### src/rtl/pulse_rate_divider_pkg.sv
package pulse_rate_divider_pkg;

  // strobes issued by the control to the datapath each cycle
  typedef struct packed {
    logic capture;  // take cntData into the holding register
    logic load;     // load counter from the holding register (start/trigger)
    logic reload;   // periodic reload at the terminal count
    logic dec;      // decrement by one
  } rg_strobe_t;

endpackage

### src/rtl/pulse_rate_divider_datapath.sv
module pulse_rate_divider_datapath
  import pulse_rate_divider_pkg::*;
#(
  parameter int WIDTH = 16
) (
  input  logic             clk,
  input  logic             rstN,
  input  rg_strobe_t       strobe,
  input  logic [WIDTH-1:0] cntData,
  output logic             cntIsOne
);

  localparam logic [WIDTH-1:0] ONE = WIDTH'(1);

  logic [WIDTH-1:0] holdReg;
  logic [WIDTH-1:0] cntReg;

  always_ff @(posedge clk) begin
    if (!rstN) begin
      holdReg <= '0;
      cntReg  <= '0;
    end else begin
      if (strobe.capture) begin
        holdReg <= cntData;
      end
      // reload uses the value held before this edge's capture
      if (strobe.load || strobe.reload) begin
        cntReg <= holdReg;
      end else if (strobe.dec) begin
        cntReg <= cntReg - ONE;  // 0 wraps to all ones: 2**WIDTH period
      end
    end
  end

  assign cntIsOne = (cntReg == ONE);

endmodule

### src/rtl/pulse_rate_divider_control.sv
module pulse_rate_divider_control
  import pulse_rate_divider_pkg::*;
#(
  parameter int WIDTH = 16
) (
  input  logic             clk,
  input  logic             rstN,
  input  logic             gate,
  input  logic             cntWr,
  input  logic             ctrlWr,
  input  logic [WIDTH-1:0] cntData,
  input  logic             cntIsOne,
  output rg_strobe_t       strobe,
  output logic             outSig,
  output logic             cntErr
);

  localparam logic [WIDTH-1:0] BAD_COUNT = WIDTH'(1);

  logic armed;     // a count has been written since the last control write
  logic loadReq;   // one-cycle load stage pending
  logic gatePrev;  // gate as sampled on the previous edge
  logic errFlag;
  logic trig;
  logic run;

  assign trig = gate && !gatePrev;
  assign run  = armed && !loadReq && gate && !ctrlWr;

  always_comb begin
    strobe.capture = cntWr && !ctrlWr;
    strobe.load    = loadReq && !ctrlWr;
    strobe.reload  = run && cntIsOne;
    strobe.dec     = run && !cntIsOne;
  end

  always_ff @(posedge clk) begin
    if (!rstN) begin
      armed    <= 1'b0;
      loadReq  <= 1'b0;
      gatePrev <= 1'b0;
      errFlag  <= 1'b0;
    end else begin
      gatePrev <= gate;
      if (ctrlWr) begin
        armed   <= 1'b0;
        loadReq <= 1'b0;
        errFlag <= 1'b0;
      end else begin
        loadReq <= (cntWr && !armed) || (trig && armed);
        if (cntWr) begin
          armed   <= 1'b1;
          errFlag <= (cntData == BAD_COUNT);
        end
      end
    end
  end

  // low only at terminal count with gate steadily high; gate fall or control write act at once
  assign outSig = !(armed && !loadReq && gate && gatePrev && cntIsOne && !ctrlWr);
  assign cntErr = errFlag;

endmodule

### src/rtl/pulse_rate_divider.sv
module pulse_rate_divider
  import pulse_rate_divider_pkg::*;
#(
  parameter int WIDTH = 16
) (
  input  logic             clk,
  input  logic             rstN,
  input  logic             gate,
  input  logic             cntWr,
  input  logic             ctrlWr,
  input  logic [WIDTH-1:0] cntData,
  output logic             outSig,
  output logic             cntErr
);

  rg_strobe_t strobe;
  logic       cntIsOne;

  pulse_rate_divider_control #(.WIDTH(WIDTH)) u_control (
    .clk      (clk),
    .rstN     (rstN),
    .gate     (gate),
    .cntWr    (cntWr),
    .ctrlWr   (ctrlWr),
    .cntData  (cntData),
    .cntIsOne (cntIsOne),
    .strobe   (strobe),
    .outSig   (outSig),
    .cntErr   (cntErr)
  );

  pulse_rate_divider_datapath #(.WIDTH(WIDTH)) u_datapath (
    .clk      (clk),
    .rstN     (rstN),
    .strobe   (strobe),
    .cntData  (cntData),
    .cntIsOne (cntIsOne)
  );

endmodule

### config.mk
export PLATFORM = sky130hd
export DESIGN_NAME = pulse_rate_divider
export DESIGN_NICKNAME = d
export VERILOG_FILES = /design/src/rtl/pulse_rate_divider_pkg.sv /design/src/rtl/pulse_rate_divider_datapath.sv /design/src/rtl/pulse_rate_divider_control.sv /design/src/rtl/pulse_rate_divider.sv
export SDC_FILE = /design/constraint.sdc
export NUM_CORES = 1
export LEC_CHECK = 0
export ABC_AREA = 1
export BUFFER_PORTS_ARGS = -buffer_cell sky130_fd_sc_hd__buf_2
export CAP_MARGIN = 20
export CORE_ASPECT_RATIO = 0.7
export CORE_UTILIZATION = 50
export CTS_BUF_LIST = sky130_fd_sc_hd__clkbuf_2 sky130_fd_sc_hd__clkbuf_4 sky130_fd_sc_hd__clkbuf_8
export CTS_CLUSTER_DIAMETER = 30
export CTS_CLUSTER_SIZE = 14
export DETAILED_ROUTE_END_ITERATION = 8
export MAX_ROUTING_LAYER = met4
export PLACE_DENSITY = 0.8
export SYNTH_ARGS = -nofsm -noshare
export SYNTH_HDL_FRONTEND = slang
export SYNTH_SLANG_ARGS = --single-unit
### constraint.sdc
create_clock -name clk -period 1.4 [get_ports clk]
set_input_delay 0.07 -clock clk [delete_from_list [all_inputs] [get_ports clk]]
set_output_delay 0.07 -clock clk [all_outputs]
set_load 0.02 [all_outputs]
Yosys cells after proc, flatten, opt, wreduce, memory -nomap -nowiden
Cells that the tools add are included.
{ "word_totals": {"elab_cells": 35, "regBits": 36, "output_inout_bits": 2} }
{ "classes": {"eq_ne": 2, "bitwise_logic": 1, "mux": 2, "addsub": 1, "reduce_logical": 23} }
{ "op_table": {"columns": ["cell", "count"], "rows": [
  ["16-bit by 1-bit equality test with 1-bit output, second input constant", 2],
  ["16-bit two-way mux", 2],
  ["16-bit by 1-bit subtractor with 16-bit output, second input constant", 1],
  ["1-bit logical AND", 13],
  ["1-bit zero test", 6],
  ["1-bit logical OR", 2],
  ["2-bit nonzero test", 1],
  ["2-bit OR reduction", 1],
  ["1-bit inverter", 1]
]} }

Longest topological paths before layout
Gate-level depths: netlist of the first run.
{ "depth": {"depth_word": 7, "mapped_depth": 12} }

Cells and area by module
A second synthesis of the first run with hierarchy kept.
{ "hier_totals": {"cells_unflattened": 285, "hier_area_um2": 1918.1} }
{ "modules_own_cells": {"columns": ["mod", "cells_each", "area_per_inst_um2", "n_inst"], "rows": [
  ["pulse_rate_divider_datapath", 243, 1660.3, 1],
  ["pulse_rate_divider_control", 42, 257.7, 1]
]} }

Worst setup path after synthesis of the first run
No wires, ideal clock.
{ "synth_path": {"kind": "flip-flop to flip-flop", "startpoint": "register u_datapath.cntReg[1]", "endpoint": "register u_datapath.cntReg[11]", "n_path_buf": 1, "synth_period_minus_slack_ns": 1.415, "setup_slack_ns": -0.015, "stages_incl_launch_ff": 13, "arrival_ns": 1.287, "setup_time_ns": 0.128, "path_cell_list": "dfxtp_1 inv_1 ha_1 nand2_1 nor2_4 nand3_4 nand2_4 buf_12 nand2_1 nand2_1 nor2_1 nor2_1 nor2_1"} }
{ "synth_between": {"elab_chain_cells": 4, "word_cells_on_any_way": 9, "cone_classes": "1 x add/sub; 1 x eq/ne; 2 x mux; 5 x reduce/logical"} }
{ "synth_rtl": {"columns": ["item", "line", "source"], "rows": [
  ["start: declaration", "pulse_rate_divider_datapath.sv:16", "logic [WIDTH-1:0] cntReg;"],
  ["start signal: assignment", "pulse_rate_divider_datapath.sv:28", "cntReg <= holdReg;"],
  ["start signal: assignment", "pulse_rate_divider_datapath.sv:30", "cntReg <= cntReg - ONE;"],
  ["parallel branches: the longest is 4 deep, another holds 16-bit by 1-bit subtractor with 16-bit output", null, null]
]} }
Several ways; the timed one is not identified. The select of a mux whose other input is x is not followed.
A chain may end at the register's enable or synchronous reset.

Final worst setup path of the first run
{ "layout_path": {"startpoint": "register u_datapath.cntReg[14]", "endpoint": "register u_datapath.cntReg[2]"} }
{ "layout_between": {"elab_chain_cells": 4, "word_cells_on_any_way": 7, "cone_classes": "1 x eq/ne; 1 x mux; 5 x reduce/logical"} }
{ "layout_rtl": {"columns": ["item", "line", "source"], "rows": [
  ["16-bit by 1-bit equality test with 1-bit output (*)", "pulse_rate_divider_datapath.sv:35", "assign cntIsOne = (cntReg == ONE);"],
  ["1-bit logical AND or 1-bit zero test (tied branches)", "pulse_rate_divider_control.sv:33, pulse_rate_divider_control.sv:34", null],
  ["1-bit logical OR or 1-bit logical AND (tied branches)", "pulse_rate_divider_datapath.sv:27, pulse_rate_divider_control.sv:34", null],
  ["16-bit two-way mux or 2-bit nonzero test (tied branches)", null, null]
]} }
Every way passes the cells marked *; elsewhere a longest branch is shown, timed or not.

==> impl_results.md, run 1 <==
- Post-synth EDFFs: 0
- Worst EP required: between 1.5 and 2 ns
- GP Congestion: 0.918
- Port buffer count: 22
- Max-cap violations: 0
- Commonest cells after routing, fill and taps aside: nand2_1 (55), nor2_1 (37), buf_4 (36)
- Total CTS buffers: 5
- Sequential share of the synthesized area: between 30% and 40%
- Synth Register Bits: 36
- HP Class: in -> reg
- Final TNS setup: -1.21 ns
- Layout filler cell count: about 250
- RSZ-0062 raised after global routing: yes
- Syn Area/Cell: 6.46 sq um
- Largest area contributor in the netlist: dfxtp_1
- Worst-Skew Late Latency: 0.30 ns
- Drt initial violations: approximately 180
- DRT Pass-1 Iters: 5
- Synth Warn #: 0
- Share of layout cells above drive strength 1: a little under 40%
- TritonCTS clock tree: built
- Met2 usage: between 40% and 50%
- Starting density of the core: 54.2%
- Leak pwr: between 0.001 and 0.0015 uW
- Drt total wl: between 6000 and 7000 um
- Yosys cell types: 26
- Number of core rows: 18
- Post-synthesis instance total: between 300 and 400
- Boundary pin count: 23
- Non-Filler Instances: between 400 and 500
- Post-DR wirelength/cell: approximately 15 um
- Fin nets: 395
- Worst Skew: roughly 0.0082 ns
- Hold Fails Final Rpt: 0
- Inst Count DP: 400
- Met1 Use GR: a little under two fifths
- Ys async rst share: 0%
- Cell area power density: 1070 mW/mm^2
- Synthesized cell area: just under 0.002 sq mm
- Hpwl dp: between 3000 and 4000 um
- Area post-placement: roughly 0.0023 sq mm
- Final Core Density: 77.7%
- Die area: about 0.0042 sq mm
- Die extent in y: approximately 55 um
- Worst-Margin Slew: about 0.51 ns
- Critical path capture point type: flip-flop
- Fmax: approximately 0.66 GHz
- Gr busiest metal: met2
- Syn nets: ~330
- H-tree level count: 2
- First-pass GRT wire length: roughly 9100 um
- DRC viols: 0
- Slew headroom: 66.1%
- DR vias: approximately 2.2k
- GRT overflow: 0
- Number of diodes: 0
- Max Root-Sink Buffers: 2
- Top_reg_cell synth: dfxtp_1
- Clk slew on worst S/H paths: approximately 0.08 ns
- Die Span X: 77.2 um
- WS Path Type: reg -> reg
- Failing checks: setup timing
- Synth top area cells: dfxtp_1 (36%), nand2_1 (13%), nor2_1 (9.9%)
- Critical path peak fanout: 8
- Final setup fails: 17
- Tcrit/Tclk final: 109%
- Worst hold slack: roughly 0.015 ns
- Core box area: roughly 0.0036 sq mm
- Vias in the first global route: just over 2k
- VDD IR max: around 0.71 mV
- GRT Overall Usage: roughly 30%
- Largest net degree at the start of global routing: 25
- Vias/cell: 5.24
- CTS Root Cell: clkbuf_8
- Area Growth Syn to Fin: 43.3%
- M3 GR Usage: about 8.2%
- Initial antenna violation count: 0
- ANT nets after route: 0
- Commonest non-fill, non-tap cell in the layout: nand2_1
- Worst Path Arrival: 1.71 ns
- Pins Over Slew Limit: 0
- Design area: around 0.0028 sq mm
- Area of the multi-input gates: 0.00128 sq mm
- Tmin final: 1.52 ns
- Share of the synthesized area in the top cell type: between 30% and 40%
- Status: finished with violations
- Storage element area: 734 sq um
- CP startpoint kind: flip-flop
- Total clock sinks: 36
- Final WS setup: -0.123 ns
-- logic make-up after synthesis --
kind of cell,count (synthesis),share of synthesized area (%)
adder cells (fa/ha/maj),2,1.26
buffers and inverters,50,10.8
AND/OR/NAND/NOR,162,35.9
XOR/XNOR,5,2.21
flip-flops,36,36.4
AO/OA/AOI/OAI,51,13.4
-- report_power, final --
group	switching, uW	leakage, uW	internal, uW	total, uW
sequential	40.3	0.000299	1090	1130
clock	388	0.0000586	548	936
combinational	559	0.000965	411	971
total	988	0.00132	2050	3030
-- synth_stat cells, types with 2 or more instances --
master / n
nand2_1: 71
nor2_1: 52
inv_1: 40
dfxtp_1: 36
a21oi_1: 22
o21ai_0: 22
nand3_1: 15
nor2_2: 8
clkbuf_1: 7
nand4_1: 6
xnor2_1: 4
o21ai_1: 3
o21bai_1: 3
ha_1: 2
nor2_4: 2
nor3_1: 2
nor4_1: 2
-- per-stage QoR --
step           setup WS [ns]  total power (uW)
6_report              -0.123              3030
5_1_grt               -0.184              3180
4_1_cts              -0.0466              2870
3_5_place_dp          -0.184              1850
3_3_place_gp         -0.0758              1830
2_1_floorplan       0.000384              1620
-- worst max-delay path, cell delays in order (launching register included) --
cell and delay [ns]:
dfxtp_1 0.34, nor2_2 0.21, nand2_4 0.07, nor2_4 0.12, nand3_4 0.14, nand2_8 0.14, buf_6 0.13, o21ai_2 0.05
o21bai_1 0.15, inv_1 0.07
-- flip-flops by register name, summed over array words and instances, names as in the netlist --
name	cells
u_control.armed	1
u_control.cntErr	1
u_control.gatePrev	1
u_datapath.holdReg	16
u_control.loadReq	1
u_datapath.cntReg	16
-- what timing repair did --
| action | 4_1_cts | 5_1_grt |
|---|---|---|
| endpoints found under the setup margin | 17 | 17 |
| buffers inserted | 8 | 5 |
| cloned | 1 | 0 |
| gates resized for setup | 51 | 35 |
| hold buffers | 1 | 0 |
| pin swaps | 16 | 22 |
| hold endpoints to repair | 1 | 0 |
-- metal layers --
metal	up-vias	wire length, um
li1	1092	-
met1	999	2760
met2	104	2770
met3	20	435
met4	0	201
met5	-	0
-- worst paths after layout --
path / start / end / slack [ns] / cells past startpoint
min reg2reg: u_control.cntErr / u_control.cntErr / 0.46 / 2
max reg2reg: u_datapath.cntReg[14] / u_datapath.cntReg[2] / -0.12 / 9
min: cntData[2] / u_datapath.holdReg[2] / 0.02 / 3
max: u_datapath.cntReg[14] / u_datapath.cntReg[2] / -0.12 / 9
-- cell type report --
| class | instances | share of cell area (%) |
|---|---|---|
| repair buffers | 68 | 17.6 |
| well taps | 50 | 2.21 |
| multi-input cells | 221 | 45.0 |
| clock inverters | 2 | 1.24 |
| inverters | 40 | 5.38 |
| flip-flops and latches | 36 | 25.9 |
| clock buffers | 6 | 2.69 |
Power figures use the tool's default switching activity.
==> inputs of run 2 (changes only) <==
--- a/config.mk
+++ b/config.mk
@@ -15,7 +15,7 @@
 export CTS_CLUSTER_SIZE = 14
 export DETAILED_ROUTE_END_ITERATION = 8
 export MAX_ROUTING_LAYER = met4
-export PLACE_DENSITY = 0.8
+export PLACE_DENSITY = 0.77
 export SYNTH_ARGS = -nofsm -noshare
 export SYNTH_HDL_FRONTEND = slang
 export SYNTH_SLANG_ARGS = --single-unit
==> constraint.sdc (replaced) <==
create_clock -name clk -period 1.9 [get_ports clk]
set_input_delay 0.095 -clock clk [delete_from_list [all_inputs] [get_ports clk]]
set_output_delay 0.095 -clock clk [all_outputs]
set_load 0.02 [all_outputs]
==> impl_results.md, run 2 (synthesis gave the netlist of run 1 again) <==
- CP startpoint kind: flip-flop
- Total CTS buffers: 5
- Slew headroom: a little under three fifths
- Hold Path Stages: 3
- Critical path capture point type: flip-flop
- RSZ-0062 raised after global routing: no
- GRT Overall Usage: 26.1%
- TritonCTS clock tree: built
- GRT overflow: 0
- Worst-Skew Late Latency: 0.29 ns
- Clk slew on worst S/H paths: approximately 0.080 ns
- WS Path Type: reg -> reg
- Layout filler cell count: about 360
- Buf+Inv Stages, Crit Path: 3
- Tmin final: 1.63 ns
- Leak pwr: slightly above 0.001 uW
- Power, Total: just under 2000 uW
- DRT Pass-1 Iters: 5
- Regs by FF count: u_datapath.cntReg (16), u_datapath.holdReg (16)
- Largest net degree at the start of global routing: 27
- ANT nets after route: 0
- Register-to-Register Path Depth: 11
- Hold buffers post-CTS: 0
- DR vias: 1,896
- DRC viols: 0
- Worst Path Arrival: 1.82 ns
- Worst Skew: just under 0.006 ns
- FF-to-FF Start: u_datapath.cntReg[1]
- Delay-heaviest family, CP: simple AND/OR/NAND/NOR gates
- GP Congestion: ~0.9
- Drt total wl: ~4700 um
- Worst EP required: 2.09 ns
- Slowest CP cell: dfxtp_1
- Number of core rows: 18
- Final Core Density: around three fifths
- Initial antenna violation count: 0
- Hold Fails Final Rpt: 0
- HP Class: in -> reg
- Vias in the first global route: between 1.5k and 2k
- Max stage delay on crit path: just over 0.3 ns
- R2R Setup Slk: between 0.2 and 0.3 ns
- Hpwl dp: roughly 3300 um
- Commonest cells after routing, fill and taps aside: nand2_1 (71), nor2_1 (52), inv_1 (40)
- Post-CTS sizing: 0
- Pins Over Slew Limit: 0
- Min-delay src: gate
- Most used cell along the critical path: inv_1
- Die area: between 0.004 and 0.005 sq mm
- First-pass GRT wire length: just under 8000 um
- Worst setup path start: u_datapath.cntReg[1]
- R2r endpoint: u_datapath.cntReg[3]
- Post-DR wirelength/cell: 12.3 um
- CTS Root Cell: clkbuf_8
- Worst-Margin Slew: approximately 0.64 ns
- Post-CTS setup buffers: 0
- Boundary pin count: 23
- Final TNS setup: 0 ns
- Max Root-Sink Buffers: 2
- VDD IR max: 0.404 mV
- Number of diodes: 0
- Starting density of the core: a little over half
- Final setup fails: 0
- Inst Count DP: 370
- Share of layout cells above drive strength 1: between 10 and 15%
- Die extent in y: about 55 um
- H-tree level count: 2
- Vias/cell: 5.02
- Tcrit/Tclk final: 85.5%
- Core box area: approximately 0.0036 sq mm
- Commonest non-fill, non-tap cell in the layout: nand2_1
- Total clock sinks: 36
- Fin nets: 350
- Port buffer count: 22
- Critical path peak fanout: 25
- Area Growth Syn to Fin: 12.4%
- Non-Filler Instances: 378
- Die Span X: 77.2 um
- Status: complete, no violations
- Fmax: approximately 0.6 GHz
- Cell area power density: 886 mW/mm^2
- Endpoint, Worst Hold: u_control.gatePrev
- Max-cap violations: 0
- Crit-path cells: inv_1 > ha_1 > nand2_1 > nor2_4 > nand3_4 > nand2_8 > inv_1 > nand2_1 > nand3_1 > nand3_1 > inv_1
- Drt initial violations: between 100 and 150
-- run 2: power breakdown --
part	internal (uW)	total, uW	switching [uW]
combinational	169	456	287
clock	388	683	294
sequential	799	832	32.6
total	1360	1970	614
-- run 2: layout make-up --
type                       instances  area (sq um)  area share [%]
timing repair buffer              24           125            5.63
multi-input combinational        220          1050            47.4
clock buffer                       5          68.8            3.10
tap                               50          62.6            2.81
inverter                          40           150            6.75
clock inverter                     3          42.5            1.91
sequential                        36           721            32.4
-- run 2: worst max path at each step --
stage                                        to  slack, ns  cells after the start
after floorplan           u_datapath.cntReg[11]       0.48                     12
after global placement     u_datapath.cntReg[3]       0.31                     10
after detailed placement   u_datapath.cntReg[3]       0.21                     11
after CTS                  u_datapath.cntReg[3]       0.19                     11
after global routing      u_datapath.cntReg[11]        0.1                     10
final                      u_datapath.cntReg[3]       0.27                     11
-- run 2: through the flow --
stage | setup WS, ns | instance area, sq um | hold slack [ns]
2_1_floorplan | 0.485 | 1980 | 0.188
3_3_place_gp | 0.314 | 2100 | 0.305
3_5_place_dp | 0.208 | 2100 | 0.322
4_1_cts | 0.191 | 2210 | 0.0193
5_1_grt | 0.0957 | 2220 | 0.0316
6_report | 0.275 | 2220 | 0.0218
-- run 2: worst register-to-register path: stages, from the launching register on --
cell and delay, ns:
dfxtp_1 0.31, inv_1 0.11, ha_1 0.17, nand2_1 0.09
nor2_4 0.15, nand3_4 0.13, nand2_8 0.18, inv_1 0.13
nand2_1 0.07, nand3_1 0.07, nand3_1 0.08, inv_1 0.04
-- run 2: layer usage --
layer	routed length, um	up-vias	global-route usage, %
li1	-	1003	-
met2	1770	71	37.9
met1	2560	815	35.8
met4	56	0	8.81
met5	0	-	-
met3	278	7	5.83
==> inputs of run 3 (changes only) <==
--- a/config.mk
+++ b/config.mk
@@ -5,7 +5,7 @@
 export SDC_FILE = /design/constraint.sdc
 export NUM_CORES = 1
 export LEC_CHECK = 0
-export ABC_AREA = 1
+export ABC_AREA = 0
 export BUFFER_PORTS_ARGS = -buffer_cell sky130_fd_sc_hd__buf_2
 export CAP_MARGIN = 20
 export CORE_ASPECT_RATIO = 0.7
==> impl_results.md, run 3 <==
- Status: complete, no violations
- Core box area: roughly 0.0036 sq mm
- Synth top area cells: dfxtp_1 (38%), nand2_1 (9.5%), a21oi_1 (6.1%)
- Die Span X: between 70 and 80 um
- Commonest non-fill, non-tap cell in the layout: nand2_1
- Pins Over Slew Limit: 0
- Post-synth EDFFs: 0
- Number of diodes: 0
- Worst Skew: just over 0.01 ns
- Drt initial violations: around 160
- H-tree level count: 2
- RSZ-0062 raised after global routing: yes
- Die extent in y: 53.6 um
- Max Root-Sink Buffers: 2
- Number of core rows: 18
- Leak pwr: just over 0.0009 uW
- Critical path peak fanout: 7
- Fmax: roughly 0.53 GHz
- Non-Filler Instances: around 330
- DRT Pass-1 Iters: 4
- Hold Fails Final Rpt: 0
- Vias/cell: 5.92
- Port buffer count: 22
- Synth cell count leaders: nand2_1 (48), dfxtp_1 (36), a21oi_1 (23)
- Largest net degree at the start of global routing: 28
- VDD IR max: about 0.52 mV
- Commonest cells after routing, fill and taps aside: nand2_1 (48), dfxtp_1 (30), a21oi_1 (23)
- DR vias: 1,949
- Top_reg_cell synth: dfxtp_1
- Inst Count DP: 320
- Post-synthesis instance total: 245
- Initial antenna violation count: 0
- GP Congestion: roughly 0.94
- Largest family of logic cells by synthesized area: simple AND/OR/NAND/NOR gates
- Synth Area in Simple Gates: 34.2%
- Fin nets: 301
- Share of the synthesized area in the top cell type: a little under two fifths
- Area Growth Syn to Fin: 21.0%
- Cell area power density: just under 800 mW/mm^2
- Share of layout cells above drive strength 1: about a quarter
- Final Core Density: ~64%
- Worst Path Arrival: between 2 and 2.5 ns
- Pre-CTS setup slack: 0.0130 ns
- Final WS setup: about 0.007 ns
- Worst-Margin Slew: 0.563 ns
- Final TNS setup: 0 ns
- Regs by FF count: u_datapath.cntReg (16), u_datapath.holdReg (16)
- Total clock sinks: 36
- GRT overflow: 0
- Adder-cell area share of the yosys netlist: around 1.3%
- Worst EP required: between 2 and 2.5 ns
- Total CTS buffers: 5
- Hpwl dp: approximately 3700 um
- CTS Root Cell: clkbuf_8
- Clk slew on worst S/H paths: about 0.080 ns
- First-pass GRT wire length: 8270 um
- Critical path capture point type: flip-flop
- HP Class: in -> reg
- Synth Register Bits: 36
- Boundary pin count: 23
- Synthesized cell area: about 0.0019 sq mm
- Tcrit/Tclk final: between 90% and 100%
- WS Path Type: reg -> reg
- TritonCTS clock tree: built
- Drt total wl: 5260 um
- GRT Overall Usage: a little under 30%
- Post-DR wirelength/cell: between 15 and 20 um
- Syn nets: 268
- CP startpoint kind: flip-flop
- Slew headroom: a little over three fifths
- Vias in the first global route: 1,702
- Final setup fails: 0
- Worst-Skew Late Latency: 0.30 ns
- Syn Area/Cell: around 7.7 sq um
- Power, Total: around 1800 uW
- Max-cap violations: 0
- DRC viols: 0
- XOR/XNOR share of the synthesized area: 0.461%
- Post-synthesis mux area share: 2.18%
- Ys async rst share: 0%
- Compound-Gate Fraction of Synth Area: around a fifth
- ANT nets after route: 0
- Sequential share of the synthesized area: around 38%
- Tmin final: approximately 1.9 ns
- Count leader, synth: nand2_1
- Largest area contributor in the netlist: dfxtp_1
- Synth Warn #: 0
- Starting density of the core: a little over half
- Yosys cell types: 53
- Die area: 0.00405 sq mm
## run 3: through the flow
stage          instance area, sq um  hold WS [ns]
2_1_floorplan                  1900         0.217
3_3_place_gp                   2140         0.348
3_5_place_dp                   2140         0.357
4_1_cts                        2250        0.0385
5_1_grt                        2300        0.0466
6_report                       2300        0.0442
## run 3: power breakdown
part           total, uW  switching [uW]  internal [uW]  leakage [uW]
Clock                544             289            255     0.0000479
Sequential           840            45.2            795      0.000297
Combinational        440             232            208      0.000562
Total               1820             566           1260      0.000907
## run 3: what timing repair did
action / CTS / global route
setup buffers: 0 / 1
pin swaps: 2 / 8
gates resized for setup: 5 / 12
gates cloned: 0 / 0
hold buffers: 0 / 0
endpoints found under the hold margin: 0 / 0
setup endpoints to repair: 2 / 6
## run 3: area by class of cell
type	count	area, sq um
Multi-Input combinational cell	189	1140
Timing Repair Buffer	41	256
Tap cell	50	62.6
Sequential cell	36	731
Fill cell	328	1280
Clock inverter	3	18.8
Inverter	5	18.8
Clock buffer	5	68.8
## run 3: routing by layer
metal	up-vias	routed length, um	track usage, %
li1	956	-	-
met1	885	2420	42.0
met2	96	2260	41.1
met3	12	477	6.18
met4	0	95	11.7
met5	-	0	-
## run 3: worst max-delay path, cell delays in order (launching register included)
cell      delay [ns]
dfxtp_4         0.37
or4_4           0.58
nor2_4          0.12
nand4_1         0.16
or4_4           0.46
o211ai_2        0.14
## run 3: final timing paths
kind / from / endpoint / slack [ns] / depth (start not counted)
setup / recovery: u_datapath.cntReg[6] / u_datapath.cntReg[15] / 0.007 / 5
hold / removal: cntData[6] / u_datapath.holdReg[6] / 0.04 / 3
setup reg to reg: u_datapath.cntReg[6] / u_datapath.cntReg[15] / 0.007 / 5
hold reg to reg: u_datapath.holdReg[2] / u_datapath.holdReg[2] / 0.46 / 2
## run 3: kinds of logic (layout without fill, tap and decap cells)
kind of cell	count (synthesis)	count (layout)
DFF	36	36
buffers and inverters	20	54
AOI/OAI and AO/OA	56	56
muxes	4	4
xor gates and xnor gates	1	1
and+or+nand+nor	126	126
adders and majority gates	2	2
